`config.mk`:
```
export PLATFORM = sky130hd
export DESIGN_NAME = ir_rx_sampler
export DESIGN_NICKNAME = d
export VERILOG_FILES = /design/src/rtl/ir_rx_pkg.sv /design/src/rtl/ir_rx_shifter.sv /design/src/rtl/ir_rx_fifo.sv /design/src/rtl/ir_rx_sampler.sv
export SDC_FILE = /design/constraint.sdc
export NUM_CORES = 1
export LEC_CHECK = 0
export CAP_MARGIN = 25
export CORE_MARGIN = 2
export CORE_UTILIZATION = 60
export CTS_CLUSTER_DIAMETER = 100
export DETAILED_ROUTE_END_ITERATION = 8
export DONT_BUFFER_PORTS = 1
export GPL_ROUTABILITY_DRIVEN = 1
export PLACE_DENSITY = 0.8
export SLEW_MARGIN = 20
export SYNTH_ARGS = -nofsm -noshare
export SYNTH_HDL_FRONTEND = slang
export SYNTH_HIERARCHICAL = 1
export SYNTH_SLANG_ARGS = --single-unit
```
`constraint.sdc`:
```
create_clock -name clk -period 6.4 [get_ports clk]
set_clock_uncertainty 0.2 [all_clocks]
set_input_delay 0.64 -clock clk [delete_from_list [all_inputs] [get_ports clk]]
set_output_delay 0.64 -clock clk [all_outputs]
set_load 0.02 [all_outputs]
```
`src/rtl/ir_rx_pkg.sv`:
```
package ir_rx_pkg;
    localparam int unsigned DATA_W = 8;
    localparam int unsigned ADDR_W = 3;

    localparam logic [ADDR_W-1:0] OFS_DATA   = 3'd0;
    localparam logic [ADDR_W-1:0] OFS_IEN    = 3'd1;
    localparam logic [ADDR_W-1:0] OFS_STATUS = 3'd2;
    localparam logic [ADDR_W-1:0] OFS_DIVLO  = 3'd3;
    localparam logic [ADDR_W-1:0] OFS_DIVHI  = 3'd4;
    localparam logic [ADDR_W-1:0] OFS_CTRL   = 3'd5;

    localparam int unsigned ST_READY = 0;
    localparam int unsigned ST_LOST  = 1;
    localparam int unsigned ST_FLUSH = 3;
    localparam int unsigned IEN_BIT  = 7;
    localparam int unsigned INV_BIT  = 7;

    localparam logic [15:0] DIV_RESET   = 16'h01A5;
    localparam logic [2:0]  PROTO_RESET = 3'b001;
    localparam logic        INV_RESET   = 1'b1;
endpackage

```
`src/rtl/ir_rx_shifter.sv`:
```
module ir_rx_shifter #(
    parameter int unsigned DIV_W  = 16,
    parameter int unsigned BYTE_W = 8
) (
    input  logic              clk,
    input  logic              rst_n,
    input  logic              bit_in,
    input  logic [DIV_W-1:0]  div,
    output logic              byte_done,
    output logic [BYTE_W-1:0] byte_val
);
    localparam int unsigned NB_W = $clog2(BYTE_W);

    typedef struct packed {
        logic [DIV_W-1:0]  cnt;
        logic [BYTE_W-1:0] shift;
        logic [NB_W-1:0]   nbits;
    } shf_t;

    shf_t q, d;
    logic tick;

    always_comb begin
        d         = q;
        tick      = (q.cnt >= div);
        byte_done = 1'b0;
        byte_val  = {q.shift[BYTE_W-2:0], bit_in};
        if (tick) begin
            d.cnt   = '0;
            d.shift = byte_val;
            d.nbits = q.nbits + 1'b1;
            if (q.nbits == NB_W'(BYTE_W - 1)) begin
                byte_done = 1'b1;
                d.nbits   = '0;
            end
        end else begin
            d.cnt = q.cnt + 1'b1;
        end
    end

    always_ff @(posedge clk or negedge rst_n) begin
        if (!rst_n) q <= '0;
        else        q <= d;
    end

    p_tick_restart_r6: assert property (@(posedge clk) disable iff (!rst_n)
        tick |=> (q.cnt == '0));
    p_count_step_r6: assert property (@(posedge clk) disable iff (!rst_n)
        !tick |=> (q.cnt == $past(q.cnt) + 1'b1));
endmodule

```
`src/rtl/ir_rx_fifo.sv`:
```
module ir_rx_fifo #(
    parameter int unsigned W     = 8,
    parameter int unsigned DEPTH = 8
) (
    input  logic                       clk,
    input  logic                       rst_n,
    input  logic                       push,
    input  logic [W-1:0]               wdata,
    input  logic                       pop,
    input  logic                       flush,
    output logic [W-1:0]               head,
    output logic [$clog2(DEPTH+1)-1:0] count,
    output logic                       full,
    output logic                       empty,
    output logic                       push_ok
);
    localparam int unsigned PW = $clog2(DEPTH);
    localparam int unsigned CW = $clog2(DEPTH + 1);

    typedef struct packed {
        logic [DEPTH-1:0][W-1:0] mem;
        logic [PW-1:0]           rp;
        logic [PW-1:0]           wp;
        logic [CW-1:0]           cnt;
    } fifo_t;

    fifo_t q, d;
    logic  pop_ok;

    assign full  = (q.cnt == CW'(DEPTH));
    assign empty = (q.cnt == '0);
    assign count = q.cnt;
    assign head  = q.mem[q.rp];

    always_comb begin
        d       = q;
        push_ok = push && !full && !flush;
        pop_ok  = pop && !empty && !flush;
        if (flush) begin
            d.rp  = '0;
            d.wp  = '0;
            d.cnt = '0;
        end else begin
            if (push_ok) begin
                d.mem[q.wp] = wdata;
                d.wp        = q.wp + 1'b1;
            end
            if (pop_ok) d.rp = q.rp + 1'b1;
            d.cnt = q.cnt + CW'(push_ok) - CW'(pop_ok);
        end
    end

    always_ff @(posedge clk or negedge rst_n) begin
        if (!rst_n) q <= '0;
        else        q <= d;
    end

    p_count_max_r1: assert property (@(posedge clk) disable iff (!rst_n)
        q.cnt <= CW'(DEPTH));
    p_flush_empties_r3: assert property (@(posedge clk) disable iff (!rst_n)
        flush |=> empty);
    p_full_drop_r4: assert property (@(posedge clk) disable iff (!rst_n)
        (full && push && !pop && !flush) |=> (full && $stable(q.wp)));
endmodule

```
`src/rtl/ir_rx_sampler.sv`:
```
module ir_rx_sampler
    import ir_rx_pkg::*;
(
    input  logic              clk,
    input  logic              rst_n,
    input  logic              ir_in,
    input  logic [ADDR_W-1:0] addr,
    input  logic              wr_en,
    input  logic              rd_en,
    input  logic [DATA_W-1:0] wdata,
    output logic [DATA_W-1:0] rdata,
    output logic              irq,
    output logic [2:0]        proto_sel
);
    localparam int unsigned DEPTH = 8;
    localparam int unsigned CW    = $clog2(DEPTH + 1);

    typedef struct packed {
        logic              ien;
        logic [15:0]       div;
        logic              inv;
        logic [2:0]        proto;
        logic              ready;
        logic              lost;
        logic [DATA_W-1:0] rdata;
    } top_t;

    top_t q, d;

    logic              byte_done, push_ok, full, empty, flush, pop;
    logic [DATA_W-1:0] byte_val, head;
    logic [CW-1:0]     fcount;
    logic [3:0]        cnt4;
    logic [DATA_W-1:0] rd_mux;
    logic              wr_status;

    ir_rx_shifter #(.DIV_W(16), .BYTE_W(DATA_W)) u_shf (
        .clk(clk), .rst_n(rst_n), .bit_in(ir_in ^ q.inv), .div(q.div),
        .byte_done(byte_done), .byte_val(byte_val)
    );

    ir_rx_fifo #(.W(DATA_W), .DEPTH(DEPTH)) u_fifo (
        .clk(clk), .rst_n(rst_n), .push(byte_done), .wdata(byte_val),
        .pop(pop), .flush(flush), .head(head), .count(fcount),
        .full(full), .empty(empty), .push_ok(push_ok)
    );

    assign cnt4      = 4'(fcount);
    assign wr_status = wr_en && (addr == OFS_STATUS);
    assign flush     = wr_status && wdata[ST_FLUSH];
    assign pop       = rd_en && (addr == OFS_DATA);

    always_comb begin
        case (addr)
            OFS_DATA:   rd_mux = empty ? '0 : head;
            OFS_IEN:    rd_mux = {q.ien, 7'b0};
            OFS_STATUS: rd_mux = {cnt4, 2'b00, q.lost, q.ready};
            OFS_DIVLO:  rd_mux = q.div[7:0];
            OFS_DIVHI:  rd_mux = q.div[15:8];
            OFS_CTRL:   rd_mux = {q.inv, 4'b0, q.proto};
            default:    rd_mux = '0;
        endcase
    end

    always_comb begin
        d = q;
        if (rd_en) d.rdata = rd_mux;
        d.ready = (q.ready && !(wr_status && wdata[ST_READY])) || push_ok;
        d.lost  = (q.lost && !(wr_status && wdata[ST_LOST]))
                  || (byte_done && full && !flush);
        if (wr_en) begin
            case (addr)
                OFS_IEN:   d.ien = wdata[IEN_BIT];
                OFS_DIVLO: d.div[7:0] = wdata;
                OFS_DIVHI: d.div[15:8] = wdata;
                OFS_CTRL: begin
                    d.inv   = wdata[INV_BIT];
                    d.proto = wdata[2:0];
                end
                default: ;
            endcase
        end
    end

    always_ff @(posedge clk or negedge rst_n) begin
        if (!rst_n) begin
            q       <= '0;
            q.div   <= DIV_RESET;
            q.inv   <= INV_RESET;
            q.proto <= PROTO_RESET;
        end else begin
            q <= d;
        end
    end

    assign rdata     = q.rdata;
    assign irq       = q.ien && (q.ready || q.lost);
    assign proto_sel = q.proto;

    p_lost_cause_r4: assert property (@(posedge clk) disable iff (!rst_n)
        $rose(q.lost) |-> $past(byte_done && full));
    p_ready_on_push_r5: assert property (@(posedge clk) disable iff (!rst_n)
        push_ok |=> q.ready);
    p_irq_quiet_r10: assert property (@(posedge clk) disable iff (!rst_n)
        (!q.ready && !q.lost && !push_ok && !byte_done) |=> !irq || $past(q.lost));
endmodule

```
# Word-level counts from Yosys, hierarchy flattened
# Cells that the tools add are included.
# classes
add_sub_neg	6
order_cmp	4
eq_ne	7
n_mux	14
bitwise	2
reduce_logical	32
# op_table
cell	n
$bwmux W64	1
$pmux W8 S6	1
$bmux W8 S3	1
$demux W8 S3	1
$mux W8	3
$add A16 B1 Y16 const B	1
$ge A16 B16 Y1	1
$mux W16	1
$logic_and A1 B1 Y1	15
$mux W10	1
$reduce_and A2 Y1	5
$add A3 B1 Y3 const B	3
$eq A3 B3 Y1 const B	3
$mux W3	3
$lt A3 B4 Y1 const B	2
$eq A3 B2 Y1 const B	2
$logic_not A1 Y1	5
$add A4 B1 Y4	1
$eq A4 B4 Y1 const B	1
$logic_not A4 Y1	1
$reduce_bool A2 Y1	2
$sub A4 B1 Y4	1
$eq A3 B1 Y1 const B	1
$ge A3 B1 Y1 const B	1
other kinds (5)	8
# totals
regBits	131
input_bits	16
out_inout_bits	12
wordCells	87

# Depth between registers and ports, before layout
# Gate-level depths: netlist (run 1).
# depth
depth_word	8
ltp_mapped	15
ltp_nobuf	13

# Modules after synthesis
# The synthesis (run 1) kept the hierarchy.
# modules_own_cells
mod	instances	cells_each	area_each_um2	seq_area_each_um2
ir_rx_fifo	1	239	3651.0	1851.8
ir_rx_sampler	1	136	1677.9	784.5
ir_rx_shifter	1	160	1610.3	650.6

# Worst setup path after synthesis (run 1)
# Ideal clock, no wire load.
# synth_timing
kind	reg-to-reg
from	reg, netlist name q[21]
to	reg u_fifo.q (netlist bit u_fifo/count[3])
setup_ns	0.125
arrival_time_ns	3.189
required_ns	6.075
setup_slack_ns	2.886
path_stages_with_launch	16
n_path_buf	2
synth_period_minus_slack_ns	3.514
cell_sequence	dfstp_2 inv_1 ha_1 a41o_1 a21oi_2 nor3_1 or4_1 buf_6 buf_6 and2_1 inv_1 nor3_1 ha_1 a21o_1 a21oi_1 mux2_2
# synth_lines
element	line_no	rtl
end, declared	ir_rx_fifo.sv:27	fifo_t q, d;

==> results of run 1 <==
## flip-flops by register name (all words and copies together), names as in the netlist
name            cells
proto_sel           3
q                  20
rdata               8
u_fifo/count        4
u_fifo/q           70
u_shf/byte_val      7
u_shf/q            19
## metal layers
| metal | GRT usage | routed length [um] | vias to the layer above |
|---|---|---|---|
| met1 | 0.308 | 5820 | 2119 |
| li1 | - | - | 1856 |
| met2 | 0.409 | 7060 | 118 |
| met4 | 0.101 | 375 | 0 |
| met5 | 0 | 0 | - |
| met3 | 0.0806 | 896 | 28 |
## report_power, final
group | internal (mW) | switching, mW | total [mW]
Clock | 0.569 | 0.357 | 0.926
Combinational | 0.243 | 0.244 | 0.486
Sequential | 0.941 | 0.168 | 1.11
Total | 1.75 | 0.769 | 2.52
## placed cells by master (no fill, tap or decap), types with 7 or more instances in the layout
cell	n
a21oi_1	14
ha_1	27
dfrtp_1	124
mux2i_1	8
mux2_2	97
o21ai_0	7
clkbuf_16	17
mux4_2	16
nand3_1	10
xnor2_1	8
nor2_1	32
nor3_1	7
nand2_1	15
mux2_4	10
inv_1	33
dfstp_2	7
xor2_1	8
## kinds of logic (layout without fill, tap and decap cells)
| logic type | Yosys count | after routing |
|---|---|---|
| multiplexers | 132 | 132 |
| flip-flops | 131 | 131 |
| AND/OR/NAND/NOR | 109 | 109 |
| buffers and inverters | 75 | 69 |
| AO/OA/AOI/OAI | 44 | 44 |
| adder cells (fa/ha/maj) | 28 | 28 |
| XOR/XNOR | 16 | 16 |
## repair_timing
action                                 in CTS  in global routing
resized for setup                           0                  0
endpoints found under the hold margin     131                  0
hold buffers                                1                  0
## area by class of cell
type,count,area share
Timing Repair Buffer,3,0.00573
Sequential cell,131,0.443
Multi-Input combinational cell,329,0.433
Inverter,34,0.0175
Tap cell,143,0.0241
Clock buffer,18,0.0578
Clock inverter,14,0.0187
## how the worst max path moves through the flow
| stage | end | slack, ns | cells past startpoint |
|---|---|---|---|
| 2_1_floorplan | u_fifo/count[3] | 2.89 | 15 |
| 3_3_place_gp | u_fifo/count[1] | 2.56 | 13 |
| 3_5_place_dp | u_fifo/count[1] | 2.43 | 13 |
| 4_1_cts | u_fifo/count[1] | 2.32 | 13 |
| 5_1_grt | u_fifo/q[36] | 1.99 | 11 |
| 6_report | u_fifo/count[1] | 2.24 | 13 |
## critical path: cells and delay by family (launching register included)
family                     cells  cell delay (ns)
and+or+nand+nor                6             1.56
AOI/OAI and AO/OA              1             0.28
DFF                            1             0.54
adders and majority gates      3             0.95
buffers and inverters          3             0.48
==> results.yml, run 1 <==
critical_path:
  slowest_stage: "dfstp_2"
  worstPathArrival_ns: 4.23
  reg2reg_slack_ns: 2.24
  cp-startpoint: "q[22]"
  critPathMaxFanout: 27
  rr_worst_depth: 13
  start_kind: "register"
  slowest_delay_ns: 0.54
  worst_ep_required_time_ns: 6.46
  timing_worst_setup_path_type: "register to register"
  reg2reg_to: "u_fifo/count[1]"
  regToRegStartpoint: "q[22]"
  critPathCaptureType: "register"
  path_cells: "inv_1 > ha_1 > nand4_1 > or3_1 > a221oi_1 > or4_1 > buf_4 > and2_1 > inv_1 > nor3_1 > ha_1 > fa_1 > nor2b_1"
power_and_ir_drop:
  p_leak_nw: 3.53
  irDropWorstVdd_uv: 294
  p_total_mw: 2.52
  p_per_area_mw_per_mm2: 340
drt:
  routed_wl_um: 14100
  vias: 4121
  wl_per_cell_um: 21.1
  ant_nets: 0
  drc: 0
  drt_iter0_markers: 369
  vias_per_cell: 6.13
  drt-pass1-iter-count: 4
synthesis:
  syn_inst: 535
  synth.top_cell.area_share: 0.447
  async_flop_share: 1.00
  synth_top_family_by_area: "multiplexers"
  synth-compound-area-share: 0.0408
  syn_area_sq_mm: 0.00694
  yosysWarnings: 6
  synth_nets: 579
  synth_fa_ha_area_frac: 0.0516
  yosys.cell_count.top_type: "dfrtp_1"
  syn_area_per_cell_sq_um: 13.0
  synth-main-ff-cell: "dfrtp_1"
  yosysUniqueCellTypes: 59
  ys_ff_latch: 131
  synth_top_cell_by_area: "dfrtp_1"
  synthXorXnorAreaFrac: 0.0202
  yosys-top-cells-area: "dfrtp_1 45%, mux2_2 16%, mux4_2 5.2%"
  synth-edff-count: 0
  synth.yosys.seq_area_share: 0.474
  synth-simple-area-share: 0.106
  synthMuxAreaShare: 0.244
  synthTopCellsByCount: "124 x dfrtp_1, 97 x mux2_2, 33 x inv_1"
timing:
  setup-tns-final_ns: 0
  finalCritPeriodShare: 0.650
  hold_ws_ns: -0.0451
  rsz0062_at_grt: "no"
  setup_viol: 0
  fmax_ghz: 0.240
  worst_slew_margin_rel: 0.427
  fin_crit_ns: 4.16
  tightest_slew_ns: 0.853
  final-hold-violation-count: 13
  slew_viol_final: 0
  layout_setup_ws_ns: 2.24
layout:
  diodes: 0
  finalNetCount: 560
  multi_input_area_sq_mm: 0.00321
  fin_util: 0.653
  final_cells: 672
  area_growth_pct: 6.92
  final_area_sq_mm: 0.00742
  seqCellArea_sq_mm: 0.00329
  nFillCells: 806
  drive_gt1_frac: 0.348
grt:
  grt_pass1_wl_um: 23700
  track_usage: 0.249
  grt_max_degree: 132
  gr-total-overflow: 0
  antenna_found_initial: 0
  grt_pass1_vias: 4493
cts:
  cts_inserted_buffers: 17
  cts_root_buffer: "clkbuf_16"
  cts_post_setup_buffers_inserted: 0
  cts.clk_slew.worst_paths_ns: 0.05
  htreeDepth: 4
  tritoncts: "built"
  cts.sink_count: 131
  clkLatencyLatePin_ns: 0.41
  clock_path_buffers: 2
run:
  maxCapViolCount: 0
floorplanning:
  rows: 39
  core_sq_mm: 0.0114
  start_util: 0.610
  boundaryPins: 28
  die_area_sq_mm: 0.0124
  chipWidth_um: 112
  die_y_um: 112
placement:
  postPlaceCellArea_sq_mm: 0.00682
  dp.cells: 639
  preCtsSetupSlack_ns: 2.43
  place.gp.congestion: 0.827
  dp_hpwl_um: 9510
  port_buffers: 0
min_path:
  min_path_type: "primary input to async pin"
outcome:
  violations: "hold timing"
  status: "complete, but fails checks"
No activity file was read; power rests on OpenSTA's default activity.
==> run 2: changes to the inputs <==
--- a/config.mk
+++ b/config.mk
@@ -5,6 +5,7 @@
 export SDC_FILE = /design/constraint.sdc
 export NUM_CORES = 1
 export LEC_CHECK = 0
+export ABC_AREA = 1
 export CAP_MARGIN = 25
 export CORE_MARGIN = 2
 export CORE_UTILIZATION = 60
==> constraint.sdc (replaced) <==
create_clock -name clk -period 4.3 [get_ports clk]
set_clock_uncertainty 0.2 [all_clocks]
set_input_delay 0.43 -clock clk [delete_from_list [all_inputs] [get_ports clk]]
set_output_delay 0.43 -clock clk [all_outputs]
set_load 0.02 [all_outputs]
==> run 2 against run 1 <==
- the flow now finishes without violations
- via count grew 55%
- clock power rose by 51%
- largest cell class is now multi-input combinational cells
- count of clock-buffer cells in the layout is 8 higher
- sequential power up 54%
- design area up 8.3%
- synthesized area is 10% higher
- non-clock buffer count up 6
- sequential share of layout area shrank 3.4 points
==> results.yml, run 2 <==
cts:
  clkLatencyLatePin_ns: 0.43
  cts.sink_count: 131
  cts.clk_slew.worst_paths_ns: 0.06
  cts_post_setup_buffers_inserted: 0
  cts_inserted_buffers: 17
  htreeDepth: 4
  clock_path_buffers: 2
  cts_root_buffer: "clkbuf_16"
  tritoncts: "built"
critical_path:
  reg2reg_slack_ns: 0.83
  cp-startpoint: "q[21]"
  regToRegStartpoint: "q[21]"
  start_kind: "register"
  worstPathArrival_ns: 3.56
  critPathCaptureType: "register"
  worst_ep_required_time_ns: 4.39
  timing_worst_setup_path_type: "register to register"
  critPathMaxFanout: 20
layout:
  nFillCells: 1064
  final_common_cell: "nand2_1"
  layout_common_cells: "317 x nand2_1, 124 x dfrtp_1, 89 x nor2_1"
  final_area_sq_mm: 0.00804
  fin_util: 0.642
  area_growth_pct: 5.09
  largest_reg_flops: 70
  drive_gt1_frac: 0.111
  largestRegisters: "u_fifo/q: 70 flops, q: 20 flops, u_shf/q: 19 flops"
  finalNetCount: 960
  regMostFlops: "u_fifo/q"
  diodes: 0
drt:
  drc: 0
  wl_per_cell_um: 16.6
  vias: 6398
  vias_per_cell: 5.82
  routed_wl_um: 18200
  drt_iter0_markers: 895
  drt-pass1-iter-count: 9
  ant_nets: 0
grt:
  antenna_found_initial: 0
  gr-total-overflow: 0
  grt_pass1_wl_um: 30100
  grt_max_degree: 132
  grt_pass1_vias: 5917
  track_usage: 0.285
floorplanning:
  core_sq_mm: 0.0125
  start_util: 0.611
  chipWidth_um: 117
  rows: 41
  die_y_um: 117
  boundaryPins: 28
  die_area_sq_mm: 0.0137
placement:
  dp_hpwl_um: 11800
  port_buffers: 0
  place.gp.congestion: 0.916
  postPlaceCellArea_sq_mm: 0.00742
power_and_ir_drop:
  irDropWorstVdd_uv: 356
  p_sw_mw: 1.51
  seqPwrFrac: 0.410
  switching_share: 0.361
  power.internal_mw: 2.67
  p_per_area_mw_per_mm2: 519
  p_leak_nw: 4.12
  p_total_mw: 4.18
  combPwrFrac: 0.255
  clkPwrFrac: 0.335
min_path:
  min_path_type: "primary input to register"
  holdCritStartpoint: "wdata[4]"
synthesis:
  synthTopCellsByCount: "317 x nand2_1, 124 x dfrtp_1, 89 x nor2_1"
  synth_nets: 1000
  yosys.cell_count.top_type: "nand2_1"
  syn_inst: 956
  synth.top_cell.area_share: 0.406
  synth-main-ff-cell: "dfrtp_1"
  yosys-top-cells-area: "dfrtp_1 41%, nand2_1 16%, nand4_1 5.7%"
  synth.yosys.seq_area_share: 0.430
  syn_area_per_cell_sq_um: 8.00
  synth-edff-count: 0
  yosysWarnings: 6
  syn_area_sq_mm: 0.00765
  yosysUniqueCellTypes: 36
  synth_top_cell_by_area: "dfrtp_1"
  ys_ff_latch: 131
  async_flop_share: 1.00
timing:
  setup-tns-final_ns: 0
  tightest_slew_ns: 0.990
  hold_ws_ns: 0.00889
  fmax_ghz: 0.288
  worst_slew_margin_rel: 0.338
  finalCritPeriodShare: 0.807
  slew_viol_final: 0
  rsz0062_at_grt: "no"
  setup_viol: 0
  final-hold-violation-count: 0
  fin_crit_ns: 3.47
outcome:
  status: "finished clean"
run:
  maxCapViolCount: 0
run 2: final timing paths:
kind / depth (start not counted) / end
min: 2 / q[18]
min reg2reg: 2 / u_fifo/q[35]
max in group asynchronous: 2 / q[20]
max: 15 / u_fifo/count[1]
max reg2reg: 15 / u_fifo/count[1]
min in group asynchronous: 2 / u_shf/q[1]
run 2: logic make-up after synthesis:
kind of cell / synth area share
compound gates: 0.0605
xor+xnor: 0.0137
fa+ha+maj: 0.0468
buf+inv: 0.0980
flops: 0.430
simple gates: 0.351
run 2: worst max-delay path, cell delays in order, from the launching register on:
cell and delay (ns):
dfstp_2 0.55, inv_1 0.06, ha_1 0.29, nand2_1 0.07
nor2_1 0.12, nand2_1 0.07, nand2_1 0.07, nand2_2 0.19
a21boi_1 0.21, buf_4 0.26, nand2_2 0.11, nor2_4 0.36
ha_1 0.26, fa_1 0.41, inv_1 0.06, nor2_1 0.03
run 2: routing by layer:
| metal | global-route usage | wire length, um | vias up |
|---|---|---|---|
| met4 | 0.0996 | 427 | 0 |
| met1 | 0.400 | 8030 | 3065 |
| met5 | 0 | 0 | - |
| li1 | - | - | 3019 |
| met2 | 0.432 | 8320 | 270 |
| met3 | 0.0736 | 1450 | 44 |
run 2: what timing repair did:
| action | 4_1_cts | 5_1_grt |
|---|---|---|
| hold endpoints to repair | 140 | 0 |
| gates resized for setup | 0 | 0 |
| hold buffers | 4 | 0 |
run 2: per-stage QoR:
stage,cells,setup WS (ns)
6_report,1100,0.831
3_5_place_dp,1065,0.874
2_1_floorplan,956,1.21
4_1_cts,1100,0.852
3_3_place_gp,1065,0.950
5_1_grt,1100,0.594
run 2: power by group through the flow:
stage | clock, mW | sequential [mW] | combinational (mW)
floorplan | 0 | 1.55 | 1.02
global placement | 0 | 1.72 | 0.977
detailed placement | 0 | 1.72 | 1.01
CTS | 1.41 | 1.71 | 1.05
global route | 1.46 | 1.75 | 1.21
finish | 1.40 | 1.71 | 1.06
run 2: cell type report:
cell class	count	area, sq um	share of cell area
Clock inverter	5	75.1	0.00934
Inverter	67	256	0.0319
Multi-Input combinational cell	690	3620	0.450
Tap cell	172	215	0.0268
Sequential cell	131	3290	0.409
Timing Repair Buffer	9	95.1	0.0118
Clock buffer	26	489	0.0609
